File: src/rtl/phy_cal_pkg.sv
`timescale 1ns/1ps
package phy_cal_pkg;
  parameter int ADDR_W = 8;
  parameter int DATA_W = 16;

  typedef struct packed {
    logic [ADDR_W-1:0] addr;
    logic [DATA_W-1:0] data;
  } tbl_ent_t;

  localparam logic [ADDR_W-1:0] REG_CAL   = 'h09;
  localparam logic [ADDR_W-1:0] REG_RANGE = 'h0B;
  localparam logic [ADDR_W-1:0] REG_DBGEN = 'h0D;
  localparam logic [ADDR_W-1:0] REG_DBGMD = 'h10;
  localparam logic [ADDR_W-1:0] REG_CODE  = 'h1F;
  localparam logic [ADDR_W-1:0] REG_STAT  = 'h30;

  localparam logic [DATA_W-1:0] CAL_BIT    = 'h0200;
  localparam logic [DATA_W-1:0] DBGEN_BIT  = 'h0040;
  localparam logic [DATA_W-1:0] DBGMD_MASK = 'h03F8;
  localparam logic [DATA_W-1:0] DBGMD_VAL  = 'h03C0;
  localparam logic [DATA_W-1:0] STAT_DONE  = 'h8000;
  localparam logic [DATA_W-1:0] CODE_MASK  = 'h001E;
  localparam logic [DATA_W-1:0] RANGE_MASK = 'h000C;
  localparam logic [DATA_W-1:0] RANGE_STEP = 'h0004;

  typedef enum logic [4:0] {
    S_IDLE, S_WALK, S_TOG, S_RD09, S_CLR09, S_WAIT, S_SET09,
    S_RD0D, S_RD10, S_WR0D, S_WR10, S_POLL, S_PWAIT,
    S_RS0D, S_RS10, S_RD1F, S_RD0B, S_WR0B, S_FIN
  } st_t;
endpackage

File: src/rtl/phy_cal_table.sv
`timescale 1ns/1ps
module phy_cal_table import phy_cal_pkg::*; #(
  parameter int DEPTH = 48,
  parameter int IW    = $clog2(DEPTH)
) (
  input  logic          clk_i,
  input  logic          rst_ni,
  input  logic          we_i,
  input  logic [IW-1:0] waddr_i,
  input  tbl_ent_t      wdata_i,
  input  logic [IW-1:0] raddr_i,
  output tbl_ent_t      rdata_o
);
  tbl_ent_t mem [DEPTH];

  for (genvar g = 0; g < DEPTH; g++) begin : g_slot
    always_ff @(posedge clk_i or negedge rst_ni) begin
      if (!rst_ni) mem[g] <= '0;
      else if (we_i && waddr_i == IW'(g)) mem[g] <= wdata_i;
    end
  end

  assign rdata_o = mem[raddr_i];
endmodule

File: src/rtl/phy_cal_timer.sv
`timescale 1ns/1ps
module phy_cal_timer #(
  parameter int CYCLES = 100000
) (
  input  logic clk_i,
  input  logic rst_ni,
  input  logic run_i,
  output logic expire_o
);
  localparam int CW = $clog2(CYCLES + 1);
  logic [CW-1:0] cnt;

  always_ff @(posedge clk_i or negedge rst_ni) begin
    if (!rst_ni)     cnt <= '0;
    else if (!run_i) cnt <= '0;
    else             cnt <= cnt + 1'b1;
  end

  assign expire_o = run_i && (cnt == CW'(CYCLES - 1));
endmodule

File: src/rtl/phy_cal_offset.sv
`timescale 1ns/1ps
module phy_cal_offset import phy_cal_pkg::*; (
  input  logic [DATA_W-1:0] code_i,
  input  logic [DATA_W-1:0] range_i,
  output logic              sat_o,
  output logic              at_max_o,
  output logic [DATA_W-1:0] bumped_o
);
  logic [DATA_W-1:0] fld, inc;

  assign fld      = range_i & RANGE_MASK;
  assign inc      = range_i + RANGE_STEP;
  assign sat_o    = ((code_i & CODE_MASK) == '0) || ((code_i & CODE_MASK) == CODE_MASK);
  assign at_max_o = (fld == RANGE_MASK);
  assign bumped_o = (range_i & ~RANGE_MASK) | (inc & RANGE_MASK);
endmodule

File: src/rtl/phy_cal_seq.sv
`timescale 1ns/1ps
module phy_cal_seq import phy_cal_pkg::*; #(
  parameter int DEPTH      = 48,
  parameter int DLY_CYCLES = 100000,
  parameter int POLL_TRIES = 11,
  localparam int IW        = $clog2(DEPTH),
  localparam int EW        = ADDR_W + DATA_W
) (
  input  logic              clk_i,
  input  logic              rst_ni,
  input  logic              start_i,
  input  logic              skip_tbl_i,
  input  logic              poll_en_i,
  input  logic              ofs_chk_i,
  input  logic              tbl_we_i,
  input  logic [IW-1:0]     tbl_waddr_i,
  input  logic [EW-1:0]     tbl_wdata_i,
  output logic              busy_o,
  output logic              done_o,
  output logic              err_o,
  output logic              warn_o,
  output logic              acc_req_o,
  output logic              acc_we_o,
  output logic [ADDR_W-1:0] acc_addr_o,
  output logic [DATA_W-1:0] acc_wdata_o,
  input  logic              acc_ack_i,
  input  logic [DATA_W-1:0] acc_rdata_i
);
  localparam int TW = $clog2(POLL_TRIES + 1);

  st_t               st;
  logic [IW-1:0]     idx;
  tbl_ent_t          ent;
  logic              ent_empty;
  logic              skip_q, poll_q, ofs_q, err_q, warn_q, cal_vld;
  logic [DATA_W-1:0] cal_val, sv_en, sv_md, code_q, wr_val;
  logic [TW-1:0]     tries;
  logic              tmr_run, tmr_exp;
  logic              sat, at_max;
  logic [DATA_W-1:0] bumped;
  st_t               post_cal;

  phy_cal_table #(.DEPTH(DEPTH), .IW(IW)) u_tbl (
    .clk_i, .rst_ni,
    .we_i(tbl_we_i), .waddr_i(tbl_waddr_i), .wdata_i(tbl_ent_t'(tbl_wdata_i)),
    .raddr_i(idx), .rdata_o(ent)
  );

  assign tmr_run = (st == S_WAIT) || (st == S_PWAIT);
  phy_cal_timer #(.CYCLES(DLY_CYCLES)) u_tmr (
    .clk_i, .rst_ni, .run_i(tmr_run), .expire_o(tmr_exp)
  );

  phy_cal_offset u_ofs (
    .code_i(code_q), .range_i(acc_rdata_i),
    .sat_o(sat), .at_max_o(at_max), .bumped_o(bumped)
  );

  assign ent_empty = (ent.addr == '0) && (ent.data == '0);
  assign post_cal  = ofs_q ? S_RD1F : S_FIN;

  always_ff @(posedge clk_i or negedge rst_ni) begin
    if (!rst_ni) begin
      st      <= S_IDLE;
      idx     <= '0;
      skip_q  <= 1'b0;
      poll_q  <= 1'b0;
      ofs_q   <= 1'b0;
      err_q   <= 1'b0;
      warn_q  <= 1'b0;
      cal_vld <= 1'b0;
      cal_val <= '0;
      sv_en   <= '0;
      sv_md   <= '0;
      code_q  <= '0;
      wr_val  <= '0;
      tries   <= '0;
    end else begin
      case (st)
        S_IDLE: if (start_i) begin
          skip_q  <= skip_tbl_i;
          poll_q  <= poll_en_i;
          ofs_q   <= ofs_chk_i;
          err_q   <= 1'b0;
          warn_q  <= 1'b0;
          cal_vld <= 1'b0;
          idx     <= '0;
          st      <= skip_tbl_i ? S_TOG : S_WALK;
        end
        S_WALK: if (ent_empty || acc_ack_i) begin
          if (!ent_empty && ent.addr == REG_CAL) begin
            cal_val <= ent.data;
            cal_vld <= 1'b1;
          end
          if (idx == IW'(DEPTH - 1)) st <= S_TOG;
          else idx <= idx + 1'b1;
        end
        S_TOG:   st <= cal_vld ? S_CLR09 : S_RD09;
        S_RD09:  if (acc_ack_i) begin
          cal_val <= acc_rdata_i;
          cal_vld <= 1'b1;
          st      <= S_CLR09;
        end
        S_CLR09: if (acc_ack_i) st <= S_WAIT;
        S_WAIT:  if (tmr_exp) st <= S_SET09;
        S_SET09: if (acc_ack_i) st <= poll_q ? S_RD0D : post_cal;
        S_RD0D:  if (acc_ack_i) begin sv_en <= acc_rdata_i; st <= S_RD10; end
        S_RD10:  if (acc_ack_i) begin sv_md <= acc_rdata_i; st <= S_WR0D; end
        S_WR0D:  if (acc_ack_i) st <= S_WR10;
        S_WR10:  if (acc_ack_i) begin tries <= '0; st <= S_POLL; end
        S_POLL:  if (acc_ack_i) begin
          tries <= tries + 1'b1;
          if ((acc_rdata_i & STAT_DONE) != '0) st <= S_RS0D;
          else if (tries == TW'(POLL_TRIES - 1)) begin
            err_q <= 1'b1;
            st    <= S_RS0D;
          end else st <= S_PWAIT;
        end
        S_PWAIT: if (tmr_exp) st <= S_POLL;
        S_RS0D:  if (acc_ack_i) st <= S_RS10;
        S_RS10:  if (acc_ack_i) st <= post_cal;
        S_RD1F:  if (acc_ack_i) begin code_q <= acc_rdata_i; st <= S_RD0B; end
        S_RD0B:  if (acc_ack_i) begin
          if (sat && !at_max) begin
            wr_val <= bumped;
            st     <= S_WR0B;
          end else begin
            if (sat) warn_q <= 1'b1;
            st <= S_FIN;
          end
        end
        S_WR0B:  if (acc_ack_i) st <= S_CLR09;
        S_FIN:   st <= S_IDLE;
        default: st <= S_IDLE;
      endcase
    end
  end

  always_comb begin
    acc_req_o   = 1'b0;
    acc_we_o    = 1'b0;
    acc_addr_o  = '0;
    acc_wdata_o = '0;
    case (st)
      S_WALK: begin
        acc_req_o   = !ent_empty;
        acc_we_o    = 1'b1;
        acc_addr_o  = ent.addr;
        acc_wdata_o = ent.data;
      end
      S_RD09:  begin acc_req_o = 1'b1; acc_addr_o = REG_CAL; end
      S_CLR09: begin
        acc_req_o = 1'b1; acc_we_o = 1'b1; acc_addr_o = REG_CAL;
        acc_wdata_o = cal_val & ~CAL_BIT;
      end
      S_SET09: begin
        acc_req_o = 1'b1; acc_we_o = 1'b1; acc_addr_o = REG_CAL;
        acc_wdata_o = cal_val | CAL_BIT;
      end
      S_RD0D:  begin acc_req_o = 1'b1; acc_addr_o = REG_DBGEN; end
      S_RD10:  begin acc_req_o = 1'b1; acc_addr_o = REG_DBGMD; end
      S_WR0D:  begin
        acc_req_o = 1'b1; acc_we_o = 1'b1; acc_addr_o = REG_DBGEN;
        acc_wdata_o = sv_en | DBGEN_BIT;
      end
      S_WR10:  begin
        acc_req_o = 1'b1; acc_we_o = 1'b1; acc_addr_o = REG_DBGMD;
        acc_wdata_o = (sv_md & ~DBGMD_MASK) | DBGMD_VAL;
      end
      S_POLL:  begin acc_req_o = 1'b1; acc_addr_o = REG_STAT; end
      S_RS0D:  begin
        acc_req_o = 1'b1; acc_we_o = 1'b1; acc_addr_o = REG_DBGEN; acc_wdata_o = sv_en;
      end
      S_RS10:  begin
        acc_req_o = 1'b1; acc_we_o = 1'b1; acc_addr_o = REG_DBGMD; acc_wdata_o = sv_md;
      end
      S_RD1F:  begin acc_req_o = 1'b1; acc_addr_o = REG_CODE; end
      S_RD0B:  begin acc_req_o = 1'b1; acc_addr_o = REG_RANGE; end
      S_WR0B:  begin
        acc_req_o = 1'b1; acc_we_o = 1'b1; acc_addr_o = REG_RANGE; acc_wdata_o = wr_val;
      end
      default: ;
    endcase
  end

  assign busy_o = (st != S_IDLE);
  assign done_o = (st == S_FIN);
  assign err_o  = err_q;
  assign warn_o = warn_q;
endmodule

File: config.mk
export PLATFORM = sky130hd
export DESIGN_NAME = phy_cal_seq
export DESIGN_NICKNAME = d
export VERILOG_FILES = /design/src/rtl/phy_cal_pkg.sv /design/src/rtl/phy_cal_table.sv /design/src/rtl/phy_cal_timer.sv /design/src/rtl/phy_cal_offset.sv /design/src/rtl/phy_cal_seq.sv
export SDC_FILE = /design/constraint.sdc
export NUM_CORES = 2
export LEC_CHECK = 0
export BUFFER_PORTS_ARGS = -buffer_cell sky130_fd_sc_hd__clkbuf_2
export CORE_MARGIN = 1.5
export CORE_UTILIZATION = 35
export CTS_CLUSTER_DIAMETER = 100
export DETAILED_ROUTE_END_ITERATION = 6
export PLACE_DENSITY = 0.49
export SYNTH_ARGS = -nofsm -noshare
export SYNTH_HDL_FRONTEND = slang
export SYNTH_SLANG_ARGS = --single-unit
File: constraint.sdc
create_clock -name clk_i -period 4.1 [get_ports clk_i]
set_clock_uncertainty 0.15 [all_clocks]
set_input_delay 0.205 -clock clk_i [delete_from_list [all_inputs] [get_ports clk_i]]
set_output_delay 0.205 -clock clk_i [all_outputs]
set_load 0.02 [all_outputs]
==> flow_metrics.tcl <==
set metrics [dict create \
    areaGrowthSynthToFinish_pct 19.9 \
    grt_overflow 0 \
    violations "negative setup slack" \
    required_ns 3.74 \
    boundaryPins 84 \
    cts_buffer_depth 3 \
    postRouteAntennaNets 0 \
    instances_no_fill 6477 \
    crit_path_max_incr_delay_ns 0.50 \
    syn_inst 3935 \
    path_clk_slew_ns 0.06 \
    drc 0 \
    clk_latency_ns 0.79 \
    tightest_slew_ns 1.21 \
    cts_sinks 1256 \
    dr.pass1.iters 5 \
    crit_fanout 12 \
    syn_area_per_cell_um2 14.7 \
    rows 148 \
    multi_input_area_um2 25800 \
    final-hold-violation-count 0 \
    h-tree-depth 4 \
    track_usage_pct 20.8 \
    design_area_um2 69300 \
    fin_ws_ns -0.640 \
    synth_cell_types 68 \
    final_nets 4241 \
    grt_pass1_wl_um 261000 \
    ys_ff_latch 1256 \
    rsz0062_at_grt "yes" \
    layout.cells.most_common "dfrtp_1" \
    p_leak_nw 31.4 \
    drt-wirelength-per-cell_um 26.7 \
    yosys_warnings 0 \
    fmax_mhz 211 \
    max-vdd-ir-drop_mv 0.403 \
    ys.flop_type "dfrtp_1" \
    dp.cells 6114 \
    start_util_pct 35.4 \
    setup_tns_ns -7.60 \
    finalSetupViolCount 33 \
    max-cap-violations 0 \
    antenna_found_initial 5 \
    ys_seq_area_share_pct 54.4 \
    hold_class "in -> reg" \
    core_area_um2 163000 \
    avgViaCountPerCell 5.46 \
    synthesis.area_um2 57800 \
    grt_max_degree 98 \
    syn-num-nets 3994 \
    fp.dieW_um 409 \
    design.die.area_um2 168000 \
    worst_hold_slack_ns 0.0529 \
    cts_tree "done" \
    first_global_vias 37410 \
    critPathArrivalTime_ns 4.38 \
    vias 35362 \
    crit_slowest_cell "mux4_2" \
    worstSetupPathType "reg -> out" \
    placed_area_um2 62300 \
    wirelength_um 173000 \
    gp_congestion 0.805 \
    synth-edff-count 0 \
    timing.final.crit_period_ns 4.74 \
    clockRootBuffer "clkbuf_16" \
    port_buffers 83 \
    cp_cell_sequence "buf_12 -> buf_16 -> buf_16 -> mux4_2 -> mux2i_1 -> buf_4 -> o211ai_1 -> o311ai_2 -> nand4_1 -> nor4_4 -> buf_4 -> nand2_4 -> nor2_4 -> a31oi_4 -> buf_8" \
    drv_slew 0 \
    seq_area_um2 31400 \
    drt_iter0_drc 2495 \
    powerDensity_nw_per_um2 563 \
    max_slew_margin_pct 19.4 \
    status "finished, violations left" \
    cts_made_buffers 147 \
    final_cell_mix "1251 x dfrtp_1, 1250 x mux2_2, 255 x mux4_2, 251 x buf_4, 155 x nand2_1" \
    place_hpwl_um 105000 \
    fin_crit_sh_pct 116 \
    drive_gt1_share_pct 54.1 \
    end_kind "output pin" \
    async_flop_share_pct 100 \
    nFillCells 14910 \
    die-height_um 409 \
    start_kind "flip-flop" \
]
==> metal layers <==
| layer | wire [µm] | track usage (%) |
|---|---|---|
| met1 | 82000 | 29.8 |
| met2 | 82000 | 33.2 |
| met3 | 5780 | 2.88 |
| met4 | 3190 | 4.89 |
| met5 | 0 | 0 |
==> cells in the mapped netlist, types with 3 or more instances <==
library cell / number / area share [%]
and3b_1: 5 / 0.076
o211ai_1: 22 / 0.29
mux2_4: 9 / 0.23
xnor2_1: 3 / 0.045
buf_1: 12 / 0.078
clkbuf_1: 294 / 1.9
ha_1: 5 / 0.11
o221ai_1: 14 / 0.21
and3_1: 5 / 0.054
o21ai_0: 45 / 0.39
nand2b_1: 15 / 0.16
xor2_1: 11 / 0.17
nand2_1: 167 / 1.1
nand3b_1: 4 / 0.052
or2_2: 5 / 0.054
o31ai_1: 6 / 0.078
mux2_2: 1250 / 24
buf_6: 7 / 0.14
a21oi_1: 42 / 0.36
o22ai_1: 7 / 0.076
a221o_1: 5 / 0.087
inv_1: 14 / 0.091
a22oi_1: 79 / 1.0
buf_4: 12 / 0.16
mux4_2: 255 / 9.9
mux2i_1: 59 / 1.0
a211o_1: 7 / 0.11
nor2_1: 81 / 0.53
nor3b_1: 7 / 0.091
a21boi_0: 13 / 0.17
nand4_1: 13 / 0.14
nor2b_1: 7 / 0.076
a211oi_1: 8 / 0.10
nand3_1: 40 / 0.35
nor4_1: 10 / 0.11
buf_2: 35 / 0.30
a221oi_1: 28 / 0.42
dfrtp_1: 1256 / 54
a31oi_1: 8 / 0.087
a22o_1: 12 / 0.18
o31a_1: 3 / 0.045
nor3_1: 18 / 0.16
==> repair_timing <==
action | in CTS | in global routing
hold endpoints to repair | 703 | 0
buffers inserted | 21 | 37
pin swaps | 24 | 41
gates resized for setup | 154 | 126
gates cloned | 5 | 2
endpoints found under the setup margin | 49 | 50
hold buffers | 36 | 0
==> registers in the layout, summed over array words and instances, names as in the netlist, 5 cells and up <==
register,cells
u_tbl.mem,1152
cal_val,15
st,5
idx,6
wr_val,16
sv_en,16
u_tmr.cnt,17
sv_md,16
==> kinds of logic after synthesis <==
kind of cell | count (synthesis) | share of synthesized area (%)
compound gates | 321 | 3.98
fa+ha+maj | 5 | 0.108
flops | 1256 | 54.4
simple gates | 389 | 3.09
mux | 1573 | 35.5
buf+inv | 377 | 2.69
xor+xnor | 14 | 0.212
==> stage by stage <==
stage	utilization (%)	worst slack, ns	power [W]
after CTS	42.0	-0.758	0.0390
final	42.4	-0.640	0.0391
after floorplan	-	0.0924	0.0213
after detailed placement	38.1	-0.804	0.0249
after global placement	38.1	-0.850	0.0248
after global routing	42.4	-0.704	0.0409
==> final cells by class <==
cell class / count / area share [%]
repair buffers: 458 / 6.48
diodes: 5 / 0.0180
well taps: 2175 / 3.93
clock inverters: 41 / 0.612
flip-flops and latches: 1256 / 45.4
clock buffers: 223 / 6.33
inverters: 17 / 0.0920
multi-input cells: 2302 / 37.2
==> path summary, 6_finish.rpt <==
check	slack, ns	start	end	cells after the start
worst max-delay path	-0.64	idx[0]	acc_req_o	15
worst max register to register	-0.31	idx[0]	cal_val[7]	14
worst min-delay path	0.05	tbl_wdata_i[7]	u_tbl.mem[919]	3
max in group asynchronous	2.50	rst_ni	u_tbl.mem[664]	6
worst min register to register	0.33	tries[3]	tries[3]	1
min in group asynchronous	0.37	rst_ni	u_tbl.mem[218]	3
==> critical path: cells and delay by family (launching register included) <==
family | cells | cell delay, ns
flip-flops | 1 | 0.47
multiplexers | 2 | 0.65
buffers and inverters | 6 | 1.03
AND/OR/NAND/NOR | 4 | 0.90
AO/OA/AOI/OAI | 3 | 0.50
==> report_power, final <==
| group | total, W | switching [W] | internal (W) |
|---|---|---|---|
| registers | 0.0153 | 0.00105 | 0.0143 |
| clock network | 0.0131 | 0.00542 | 0.00771 |
| logic | 0.0106 | 0.00509 | 0.00551 |
| total | 0.0391 | 0.0116 | 0.0275 |
Note: power is estimated with default switching activity, not from simulation.
